## src/rtl/rxq_pkg.sv

```systemverilog
package rxq_pkg;
  // Ingress handling of the frame currently arriving
  typedef enum logic {
    ING_PASS = 1'b0,  // words are stored
    ING_DROP = 1'b1   // frame was truncated; discard until its end
  } ing_mode_e;
endpackage

```

## src/rtl/rxq_ingress.sv

```systemverilog
module rxq_ingress
  import rxq_pkg::*;
#(
  parameter int DATA_W = 32,
  parameter int DEPTH  = 16,
  localparam int LVL_W = $clog2(DEPTH + 1)
) (
  input  logic              clk,
  input  logic              rst_n,
  input  logic              in_valid,
  input  logic [DATA_W-1:0] in_data,
  input  logic              in_last,
  input  logic [LVL_W-1:0]  level,
  input  logic [LVL_W-1:0]  thr_guard_free,
  output logic              push,
  output logic [DATA_W-1:0] push_data,
  output logic              push_last,
  output logic              push_err
);
  ing_mode_e        mode_q, mode_d;
  logic [LVL_W-1:0] free_slots;
  logic             room_ok;

  assign free_slots = LVL_W'(DEPTH) - level;
  assign room_ok    = free_slots > thr_guard_free;
  assign push_data  = in_data;

  always_comb begin
    push      = 1'b0;
    push_last = in_last;
    push_err  = 1'b0;
    mode_d    = mode_q;
    if (in_valid) begin
      unique case (mode_q)
        ING_PASS: begin
          if (room_ok) begin
            push = 1'b1;
          end else begin
            // cut the frame: close it with an error-marked word if a slot exists
            push      = (free_slots != '0);
            push_last = 1'b1;
            push_err  = 1'b1;
            if (!in_last) mode_d = ING_DROP;
          end
        end
        ING_DROP: begin
          if (in_last) mode_d = ING_PASS;
        end
        default: mode_d = ING_PASS;
      endcase
    end
  end

  always_ff @(posedge clk or negedge rst_n) begin
    if (!rst_n) mode_q <= ING_PASS;
    else        mode_q <= mode_d;
  end

  assert_trunc_closes_R8: assert property (@(posedge clk) disable iff (!rst_n)
    (push && push_err) |-> push_last);
  assert_drop_stores_nothing_R8: assert property (@(posedge clk) disable iff (!rst_n)
    (mode_q == ING_DROP) |-> !push);
endmodule

```

## src/rtl/rxq_store.sv

```systemverilog
module rxq_store #(
  parameter int DATA_W = 32,
  parameter int DEPTH  = 16,
  localparam int LVL_W = $clog2(DEPTH + 1),
  localparam int PTR_W = (DEPTH > 1) ? $clog2(DEPTH) : 1,
  localparam int WORD_W = DATA_W + 2
) (
  input  logic              clk,
  input  logic              rst_n,
  input  logic              push,
  input  logic [DATA_W-1:0] push_data,
  input  logic              push_last,
  input  logic              push_err,
  input  logic              pop,
  output logic [LVL_W-1:0]  level,
  output logic [LVL_W-1:0]  frames,
  output logic [DATA_W-1:0] head_data,
  output logic              head_last,
  output logic              head_err
);
  logic [WORD_W-1:0] mem [DEPTH];
  logic [PTR_W-1:0]  wr_ptr, rd_ptr;
  logic [LVL_W-1:0]  level_q, frames_q;
  logic [WORD_W-1:0] head_word;
  logic              fr_inc, fr_dec;

  assign head_word = mem[rd_ptr];
  assign head_data = head_word[DATA_W-1:0];
  assign head_last = head_word[DATA_W];
  assign head_err  = head_word[DATA_W+1];
  assign level     = level_q;
  assign frames    = frames_q;
  assign fr_inc    = push && push_last;
  assign fr_dec    = pop && head_last;

  always_ff @(posedge clk) begin
    if (push) mem[wr_ptr] <= {push_err, push_last, push_data};
  end

  always_ff @(posedge clk or negedge rst_n) begin
    if (!rst_n) begin
      wr_ptr   <= '0;
      rd_ptr   <= '0;
      level_q  <= '0;
      frames_q <= '0;
    end else begin
      if (push) wr_ptr <= wr_ptr + PTR_W'(1);
      if (pop)  rd_ptr <= rd_ptr + PTR_W'(1);
      level_q  <= level_q + {{(LVL_W-1){1'b0}}, push} - {{(LVL_W-1){1'b0}}, pop};
      frames_q <= frames_q + {{(LVL_W-1){1'b0}}, fr_inc} - {{(LVL_W-1){1'b0}}, fr_dec};
    end
  end

  assert_no_overflow_R8: assert property (@(posedge clk) disable iff (!rst_n)
    push |-> (level_q != LVL_W'(DEPTH)));
  assert_no_underflow_R6: assert property (@(posedge clk) disable iff (!rst_n)
    pop |-> (level_q != '0));
  assert_frames_within_level_R3: assert property (@(posedge clk) disable iff (!rst_n)
    frames_q <= level_q);
endmodule

```

## src/rtl/rxq_release.sv

```systemverilog
module rxq_release #(
  parameter int DEPTH  = 16,
  localparam int LVL_W = $clog2(DEPTH + 1)
) (
  input  logic             clk,
  input  logic             rst_n,
  input  logic [LVL_W-1:0] level,
  input  logic [LVL_W-1:0] frames,
  input  logic [LVL_W-1:0] thr_release_lvl,
  input  logic [LVL_W-1:0] thr_stall_lvl,
  input  logic             out_ready,
  output logic             data_avail,
  output logic             out_valid,
  output logic             pop
);
  logic cut_through, have_frame, held_q;

  assign cut_through = (thr_release_lvl != '0);
  assign have_frame  = (frames != '0);

  // raise on a whole frame or the release level; hold down to the stall level
  assign data_avail = have_frame
                   || (cut_through && level >= thr_release_lvl)
                   || (cut_through && held_q && level != '0 && level >= thr_stall_lvl);

  // inside an unfinished frame, keep more than the stall level buffered
  assign out_valid = data_avail && (level != '0) && (have_frame || level > thr_stall_lvl);
  assign pop       = out_valid && out_ready;

  always_ff @(posedge clk or negedge rst_n) begin
    if (!rst_n) held_q <= 1'b0;
    else        held_q <= data_avail;
  end

  assert_saf_whole_frame_R4: assert property (@(posedge clk) disable iff (!rst_n)
    (!cut_through && data_avail) |-> have_frame);
  assert_stall_partial_R6: assert property (@(posedge clk) disable iff (!rst_n)
    (pop && !have_frame) |-> (level > thr_stall_lvl));
  assert_release_level_R2: assert property (@(posedge clk) disable iff (!rst_n)
    (cut_through && level >= thr_release_lvl) |-> data_avail);
endmodule

```

## src/rtl/rxq_pause.sv

```systemverilog
module rxq_pause #(
  parameter int DEPTH  = 16,
  localparam int LVL_W = $clog2(DEPTH + 1)
) (
  input  logic             clk,
  input  logic             rst_n,
  input  logic [LVL_W-1:0] level,
  input  logic [LVL_W-1:0] thr_pause_lvl,
  output logic             pause_req,
  output logic             pause_xoff
);
  logic enabled, congested, xoff_out_q;

  assign enabled   = (thr_pause_lvl != '0);
  assign congested = (level >= thr_pause_lvl);

  always_ff @(posedge clk or negedge rst_n) begin
    if (!rst_n) begin
      xoff_out_q <= 1'b0;
      pause_req  <= 1'b0;
      pause_xoff <= 1'b0;
    end else if (!enabled) begin
      xoff_out_q <= 1'b0;
      pause_req  <= 1'b0;
    end else if (!xoff_out_q && congested) begin
      xoff_out_q <= 1'b1;
      pause_req  <= 1'b1;
      pause_xoff <= 1'b1;
    end else if (xoff_out_q && !congested) begin
      xoff_out_q <= 1'b0;
      pause_req  <= 1'b1;
      pause_xoff <= 1'b0;
    end else begin
      pause_req  <= 1'b0;
    end
  end

  assert_no_double_xoff_R9: assert property (@(posedge clk) disable iff (!rst_n)
    (pause_req && pause_xoff) |=> !(pause_req && pause_xoff));
  assert_disabled_silent_R11: assert property (@(posedge clk) disable iff (!rst_n)
    !enabled |=> !pause_req);
  assert_xon_after_xoff_R10: assert property (@(posedge clk) disable iff (!rst_n)
    (pause_req && !pause_xoff) |-> !xoff_out_q);
endmodule

```

## src/rtl/rxq_flow_ctrl.sv

```systemverilog
module rxq_flow_ctrl #(
  parameter int DATA_W = 32,
  parameter int DEPTH  = 16,
  localparam int LVL_W = $clog2(DEPTH + 1)
) (
  input  logic              clk,
  input  logic              rst_n,
  input  logic              in_valid,
  output logic              in_ready,
  input  logic [DATA_W-1:0] in_data,
  input  logic              in_last,
  output logic              out_valid,
  input  logic              out_ready,
  output logic [DATA_W-1:0] out_data,
  output logic              out_last,
  output logic              out_err,
  input  logic [LVL_W-1:0]  thr_pause_lvl,
  input  logic [LVL_W-1:0]  thr_release_lvl,
  input  logic [LVL_W-1:0]  thr_stall_lvl,
  input  logic [LVL_W-1:0]  thr_guard_free,
  output logic              data_avail,
  output logic              pause_req,
  output logic              pause_xoff
);
  logic              push, push_last, push_err, pop;
  logic [DATA_W-1:0] push_data;
  logic [LVL_W-1:0]  level, frames;

  assign in_ready = 1'b1;

  rxq_ingress #(.DATA_W(DATA_W), .DEPTH(DEPTH)) ingress_i (
    .clk(clk), .rst_n(rst_n),
    .in_valid(in_valid), .in_data(in_data), .in_last(in_last),
    .level(level), .thr_guard_free(thr_guard_free),
    .push(push), .push_data(push_data), .push_last(push_last), .push_err(push_err)
  );

  rxq_store #(.DATA_W(DATA_W), .DEPTH(DEPTH)) store_i (
    .clk(clk), .rst_n(rst_n),
    .push(push), .push_data(push_data), .push_last(push_last), .push_err(push_err),
    .pop(pop), .level(level), .frames(frames),
    .head_data(out_data), .head_last(out_last), .head_err(out_err)
  );

  rxq_release #(.DEPTH(DEPTH)) release_i (
    .clk(clk), .rst_n(rst_n),
    .level(level), .frames(frames),
    .thr_release_lvl(thr_release_lvl), .thr_stall_lvl(thr_stall_lvl),
    .out_ready(out_ready),
    .data_avail(data_avail), .out_valid(out_valid), .pop(pop)
  );

  rxq_pause #(.DEPTH(DEPTH)) pause_i (
    .clk(clk), .rst_n(rst_n),
    .level(level), .thr_pause_lvl(thr_pause_lvl),
    .pause_req(pause_req), .pause_xoff(pause_xoff)
  );

  assert_head_stable_R7: assert property (@(posedge clk) disable iff (!rst_n)
    (out_valid && !out_ready) |=> ($stable(out_data) && $stable(out_last)));
endmodule

```

## config.mk

```make
export PLATFORM = sky130hd
export DESIGN_NAME = rxq_flow_ctrl
export DESIGN_NICKNAME = d
export VERILOG_FILES = /design/src/rtl/rxq_pkg.sv /design/src/rtl/rxq_ingress.sv /design/src/rtl/rxq_store.sv /design/src/rtl/rxq_release.sv /design/src/rtl/rxq_pause.sv /design/src/rtl/rxq_flow_ctrl.sv
export SDC_FILE = /design/constraint.sdc
export NUM_CORES = 1
export LEC_CHECK = 0
export ABC_CLOCK_PERIOD_IN_PS = 6900
export CAP_MARGIN = 20
export CORE_ASPECT_RATIO = 1.2
export CORE_UTILIZATION = 39
export DETAILED_ROUTE_END_ITERATION = 8
export GPL_ROUTABILITY_DRIVEN = 0
export PLACE_DENSITY_LB_ADDON = 0.1
export SETUP_SLACK_MARGIN = 0.4
export SYNTH_ARGS = -nofsm -noshare
export SYNTH_HDL_FRONTEND = slang
export SYNTH_HIERARCHICAL = 1
export SYNTH_SLANG_ARGS = --single-unit
```

## constraint.sdc

```tcl
create_clock -name clk -period 6.9 [get_ports clk]
set_clock_uncertainty 0.05 [all_clocks]
set_input_delay 1.38 -clock clk [delete_from_list [all_inputs] [get_ports clk]]
set_output_delay 1.38 -clock clk [all_outputs]
set_load 0.01 [all_outputs]
```

==> metrics.cfg, run 1 <==
[power]
vdd_drop_max_mv=0.250
intPower_uw=7410
p_sw_frac=0.306
seq_power_share=0.416
share_clk_of_total_power=0.273
switching_power_uw=3270
powerDensity_mw_per_mm2=410
power.leakage_uw=0.00855
combPwrFrac=0.310

[clock_network]
cts_made_buffers=56
postCtsHoldBufs=0
post_cts.repair.setup_buffers=0
tritoncts_clock_tree=built
postCtsResizedCells=0
clk_pin_slew_ps=60
cts.sink_count=567
clock_latency_late_sink_ps=590
ctsLongestPathBuffers=3
cts-htree-levels=2
clockRootBuffer=clkbuf_16

[final_layout]
antenna_cells_inserted=0
area_growth_syn_to_layout_pct=15.1
finish.net_count=1293
drive_gt1_frac=0.220

[outcome]
status=finished clean

[worst_setup_path]
cp_top_family=flip-flops
crit_slowest_cell=dfrtp_4
worst_ep_required_time_ps=5470
crit_type=reg2out
worstPathCellList=buf_12, mux4_2, a22oi_1, nand2_1, clkdlybuf4s50_1
largest_fanout_on_the_critical_path=45
worst_setup_path_end_kind=primary output
crit_buf_inv=2
cp.arrival_ps=3690
worst_setup_path_start_kind=flip-flop
cpPeakStageDelay_ps=1070

[flow_run]
cap_violations=0

[grt]
grt_overflow_total=0
grt_first_pass_wirelength_um=76700
grt_pass1_vias=11700
globalRouteTotalUtil=0.179
maximum_number_of_pins_on_one_net_before_global_route_repair=81
number_of_antenna_violations_at_the_first_check_in_global_routing=0

[sta]
finalSetupViolCount=0
final-max-slew-violation-count=0
fin_hold_ws_ps=456
setup_repair_after_global_routing_missed_its_margin=false
fin_setup_tns_ps=0
slew_margin_rel=0.326
period_share=0.742
timing_worst_slew_pin_value_ps=1010
hold_violations=0
max_clock_freq_mhz=195
period_needed_ps=5120

[worst_hold_path]
min-delay-path-class=reg2reg

[drt]
vias=10700
number_of_design_rule_violations_left_by_the_first_detailed_router_iteration=653
final_antenna_net_count=0
avgViaCountPerCell=5.40
drc=0
routed_wirelength_um=51500
post_drt_wl_per_cell_um=26.1
dr.pass1.iters=4

[place]
io_buf_count=94
dp_hpwl_um=28400

[yosys]
synth_ff_type=edfxtp_1
synth_top_cell_by_area=edfxtp_1
postSynthCellCount=1096
synth.ff_latch_count=567
synth_sequential_area_ratio=0.747
yosysWarnings=6
post_synth_instance_area_mm2=0.0226
yosys.area.top_type_share=0.722
synth.net_count=1193
synth_area_per_cell_um2=20.7
async_flop_share=0.0406
area_contributors_post_synth=edfxtp_1, mux4_2, dfrtp_1
yosysUniqueCellTypes=53
synth_enable_flop_cells=544

[floorplanning]
dieHeight_um=266
die_x_um=222
initial_util=0.395
core-area_mm2=0.0573
design.die.area_mm2=0.0590
num_io_pins=96
num_rows=96

[final timing paths]
kind	from	endpoint	slack, ps	cells past startpoint
worst max-delay path	store_i/rd_ptr[0]	out_data[28]	1780	5
worst min-delay path	store_i/frames[0]	store_i/frames[0]	460	1
worst max register to register	store_i/level[1]	store_i/mem[2][16]	1870	13
worst min register to register	store_i/frames[0]	store_i/frames[0]	460	1
max in group asynchronous	rst_n	store_i/rd_ptr[1]	5420	2
min in group asynchronous	rst_n	pause_i/pause_req	1090	2
[cells by family after synthesis]
logic type      count (synthesis)  synth area share
flops                         567             0.747
mux                           139             0.137
buf+inv                       127            0.0291
compound gates                105            0.0338
simple gates                  100            0.0235
fa+ha+maj                      40            0.0228
xor+xnor                       17           0.00658
other cells                     1          0.000166
[final cells by class]
type,instances,area (um2)
Fill cell,4879,31200
Sequential cell,567,16900
Multi-Input combinational cell,402,5120
Clock buffer,68,1470
Timing Repair Buffer,125,1210
Tap cell,735,920
Clock inverter,33,256
Inverter,44,165
[cell usage in the layout, fill, tap and decap left out, types with 3 or more instances in the layout]
cell type,netlist,final
nand2_1,44,44
buf_4,44,28
nand4_1,3,3
bufinv_16,0,4
nor2b_1,6,4
dfrtp_1,23,21
nor2_1,9,8
and2_2,0,13
clkbuf_16,0,57
clkinv_1,0,19
xor2_1,3,3
a22oi_1,66,66
mux4_2,136,136
clkdlybuf4s50_1,0,94
ha_1,38,38
a21oi_1,13,13
nor2_4,2,3
clkinvlp_4,0,3
edfxtp_1,544,544
a21o_1,7,7
o21ai_0,3,3
inv_1,44,44
clkinv_2,0,5
buf_12,0,3
clkbuf_1,21,11
xnor2_1,14,14
[power by group through the flow]
stage / sequential (uW) / combinational (uW) / clock (uW)
floorplan: 4270 / 2330 / 0
global placement: 4530 / 3360 / 0
detailed placement: 4540 / 3380 / 0
CTS: 4470 / 3390 / 3010
global route: 4500 / 3610 / 3130
finish: 4450 / 3310 / 2920
[per-layer routing]
| metal | up-vias | GRT usage | wire [um] |
|---|---|---|---|
| met5 | - | 0 | 0 |
| met4 | 0 | 0.0477 | 1010 |
| met3 | 79 | 0.0316 | 2000 |
| met2 | 220 | 0.309 | 26200 |
| met1 | 5717 | 0.233 | 22200 |
| li1 | 4636 | - | - |
[registers in the layout (all words and copies together) (netlist names)]
signal,cells
store_i/frames,5
store_i/wr_ptr,4
pause_i/xoff_out_q,1
store_i/rd_ptr,4
release_i/held_q,1
store_i/level,5
pause_i/pause_req,1
pause_i/pause_xoff,1
store_i/mem,544
ingress_i/mode_q,1
[cells in the mapped netlist (all sizes together) (2+ instances only)]
| master | instances |
|---|---|
| a211oi | 2 |
| a21o | 7 |
| a21oi | 14 |
| a22oi | 66 |
| a31oi | 3 |
| and2 | 13 |
| and3 | 2 |
| buf | 62 |
| clkbuf | 21 |
| dfrtp | 23 |
| edfxtp | 544 |
| fa | 2 |
| ha | 38 |
| inv | 44 |
| mux2 | 2 |
| mux4 | 136 |
| nand2 | 44 |
| nand2b | 2 |
| nand3 | 2 |
| nand4 | 4 |
| nor2 | 12 |
| nor2b | 6 |
| nor3 | 4 |
| nor3b | 4 |
| o21ai | 6 |
| o221ai | 2 |
| or4 | 2 |
| xnor2 | 14 |
| xor2 | 3 |
[metrics by stage]
stage	instance area, um2	setup WS [ps]	std cells	power, uW	util
after floorplan	22600	863	1096	6600	-
final	26100	1780	1974	10700	0.455
after global placement	24300	1710	1873	7890	0.425
after CTS	26100	1640	1974	10900	0.455
after global routing	26100	1470	1974	11200	0.455
after detailed placement	24300	1490	1873	7920	0.425
[worst reg2reg max path, stage by stage, from the launching register on]
cell and delay, ps:
dfrtp_1 640, inv_1 130, ha_1 250, nor2b_1 160, nor2b_1 160, xor2_1 160, ha_1 360, nand4_2 140
o221ai_1 240, o21ai_2 120, a311oi_1 700, nor3b_1 370, and2_2 750, buf_4 470
No activity file was read; power rests on OpenSTA's default activity.
==> inputs of run 2 (changes only) <==
ABC_CLOCK_PERIOD_IN_PS = 4200   (was 6900)
clock period = 4.2 ns   (was 6.9 ns; I/O delays follow)
==> run 2 against run 1 <==
  * Non-clock buffer count grew 62
  * Via count rose by 2.3%
  * Worst hold slack improved by 5.7 ps
  * Register-to-register slack got worse by 1300 ps
  * Global-route usage rose by 0.36 points
  * Sequential power rose by 59%
  * Die area unchanged
  * Sequential cell count unchanged
  * Critical path depth increased by 1
  * Sequential share of layout area fell by 2.9 points
  * Cell count grew 3.3%
  * Power is 74% higher
==> metrics.cfg, run 2 (synthesized netlist as in run 1, its figures left out) <==
[outcome]
status=finished clean

[worst_setup_path]
worstPathCellList=buf_8, buf_4, mux4_2, a22oi_2, nand2_1, clkdlybuf4s50_1
critical_path_start=store_i/rd_ptr[0]
source_of_the_worst_register_to_register_timing_path=store_i/level[1]
r2r_setup_slack_ps=620  ; -1250 ps
cp_top_family=buffers and inverters
crit_type=reg2out
timing.rr.end=store_i/frames[4]
crit_slowest_cell=dfrtp_4
worst_setup_path_start_kind=flip-flop
path_depth=6  ; +1
largest_fanout_on_the_critical_path=6  ; -87%
worst-r2r-cell-count=20  ; +7
setup.worst_path.end=out_data[1]
worst_ep_required_time_ps=3310  ; -2160 ps
cp.arrival_ps=2820  ; -870 ps
cpPeakStageDelay_ps=520  ; -550 ps
worst_setup_path_end_kind=primary output
crit_buf_inv=3  ; +1

[grt]
top_usage_layer=met2
globalRouteMet2Util=0.326  ; +0.0171
globalRouteTotalUtil=0.182  ; +0.00365
met3_usage=0.0251  ; -0.00651
met1_usage=0.235  ; +0.00242
grt_pass1_vias=11700  ; -0.70%
number_of_antenna_violations_at_the_first_check_in_global_routing=0  ; unchanged
grt_first_pass_wirelength_um=77700  ; +1.3%
grt_overflow_total=0  ; unchanged
maximum_number_of_pins_on_one_net_before_global_route_repair=30  ; -63%

[clock_network]
tritoncts_clock_tree=built
clock_latency_late_sink_ps=610  ; +20 ps
cts_made_buffers=57  ; +1.8%
cts.sink_count=567  ; unchanged
cts-htree-levels=2  ; unchanged
clk_pin_slew_ps=60  ; about the same
ctsLongestPathBuffers=3  ; unchanged
postCtsHoldBufs=0  ; unchanged
clockRootBuffer=clkbuf_16

[drt]
number_of_design_rule_violations_left_by_the_first_detailed_router_iteration=614  ; -6.0%
dr.pass1.iters=5  ; +1
post_drt_wl_per_cell_um=25.8  ; -1.0%
vias=10900  ; +2.3%
final_antenna_net_count=0  ; unchanged
avgViaCountPerCell=5.34  ; -0.96%
routed_wirelength_um=52600  ; +2.3%
drc=0  ; unchanged

[floorplanning]
num_io_pins=96  ; unchanged
initial_util=0.395  ; unchanged
die_x_um=222  ; unchanged
core-area_mm2=0.0573  ; unchanged
dieHeight_um=266  ; unchanged
design.die.area_mm2=0.0590  ; unchanged
num_rows=96  ; unchanged

[sta]
period_share=0.883
period_needed_ps=3710
setup_repair_after_global_routing_missed_its_margin=true
timing_worst_slew_pin_value_ps=634  ; -378 ps
final-max-slew-violation-count=0  ; unchanged
slew_margin_rel=0.576  ; +0.251
fin_setup_tns_ps=0  ; unchanged
hold_violations=0  ; unchanged
finalSetupViolCount=0  ; unchanged
fin_hold_ws_ps=462  ; +5.66 ps
max_clock_freq_mhz=270

[power]
vdd_drop_max_mv=0.372  ; +49%
powerDensity_mw_per_mm2=680  ; +66%
power.leakage_uw=0.00921  ; +7.7%

[place]
dp_hpwl_um=30000  ; +5.9%
io_buf_count=94  ; unchanged

[final_layout]
max_flop_register=store_i/mem
antenna_cells_inserted=0  ; unchanged
area_growth_syn_to_layout_pct=20.5
finish.net_count=1356  ; +4.9%
final_cell_mix=edfxtp_1, mux4_2, clkdlybuf4s50_1
drive_gt1_frac=0.280  ; +0.0594
flip_flop_count_of_the_largest_register_all_copies_and_words_added=544  ; unchanged
mostFrequentLayoutCell=edfxtp_1

[worst_hold_path]
min-delay-path-class=reg2reg

[flow_run]
cap_violations=0  ; unchanged

## run 2: cell types whose count changed in the layout (fill, tap and decap cells not counted), sizes merged
| cell | before | now |
|---|---|---|
| buf | 31 | 90 |
| clkdlybuf4s50 | 94 | 71 |
| dlygate4sd2 | 0 | 13 |
| dlymetal6s2s | 0 | 9 |
| clkbuf | 68 | 74 |
| bufbuf | 0 | 2 |
| bufinv | 4 | 5 |
| clkinvlp | 3 | 2 |
| dlygate4sd1 | 0 | 1 |
| inv | 46 | 45 |
## run 2: worst register-to-register path: stages (launching register included)
cell and delay, ps:
dfrtp_2 400, inv_1 100, ha_4 150, nor2b_4 140, nor2b_4 140, xor2_1 70, ha_1 350, nand2_1 80
o221ai_2 190, o21ai_2 90, a311oi_2 320, nand2_1 120, ha_1 300, inv_1 60, ha_1 150, inv_1 60
fa_2 350, inv_1 60, a21o_1 90, a21oi_1 70, xnor2_1 120
## run 2: repair_timing
item                                    CTS  global route
endpoints found under the setup margin   36           222
gates resized for setup                  34            30
setup buffers                             8            14
pin swaps                                 1             5
endpoints found under the hold margin     0             0
cloned                                    3             1
## run 2: power breakdown
part / switching, uW / internal, uW / leakage, uW
logic: 3200 / 3310 / 0.00317
clock network: 2120 / 2830 / 0.000873
registers: 318 / 6760 / 0.00517
total: 5640 / 12900 / 0.00921
## run 2: per-layer routing
layer  part of all wire  vias up
li1                   -     4776
met1               0.42     5862
met2               0.53      187
met3              0.034       77
met4              0.019        0
met5                  0        -
## run 2: worst min-delay path by stage
stage	startpoint	to	slack, ps	depth (start not counted)
2_1_floorplan	store_i/frames[0]	store_i/frames[0]	430	1
3_3_place_gp	store_i/frames[0]	store_i/frames[0]	450	1
3_5_place_dp	pause_i/pause_xoff	pause_i/pause_xoff	440	1
4_1_cts	store_i/frames[0]	store_i/frames[0]	470	1
5_1_grt	store_i/frames[0]	store_i/frames[0]	500	1
6_report	store_i/frames[0]	store_i/frames[0]	460	1
## run 2: per-stage QoR
| step | setup slack [ps] | power [uW] | instances | utilization | area, um2 |
|---|---|---|---|---|---|
| after floorplan | 404 | 10900 | 1096 | - | 22700 |
| after global placement | 7.43 | 13300 | 1909 | 0.435 | 25000 |
| after detailed placement | 13.8 | 13400 | 1909 | 0.435 | 25000 |
| after CTS | 364 | 18600 | 2025 | 0.472 | 27000 |
| after global routing | 270 | 19500 | 2040 | 0.476 | 27300 |
| final | 491 | 18500 | 2040 | 0.476 | 27300 |
## run 2: area by class of cell
type | instances | area [um2]
timing repair buffer | 187 | 2180
inverter | 44 | 165
tap | 735 | 920
sequential | 567 | 16900
clock inverter | 32 | 297
fill | 4753 | 30000
multi-input combinational | 402 | 5280
clock buffer | 73 | 1510
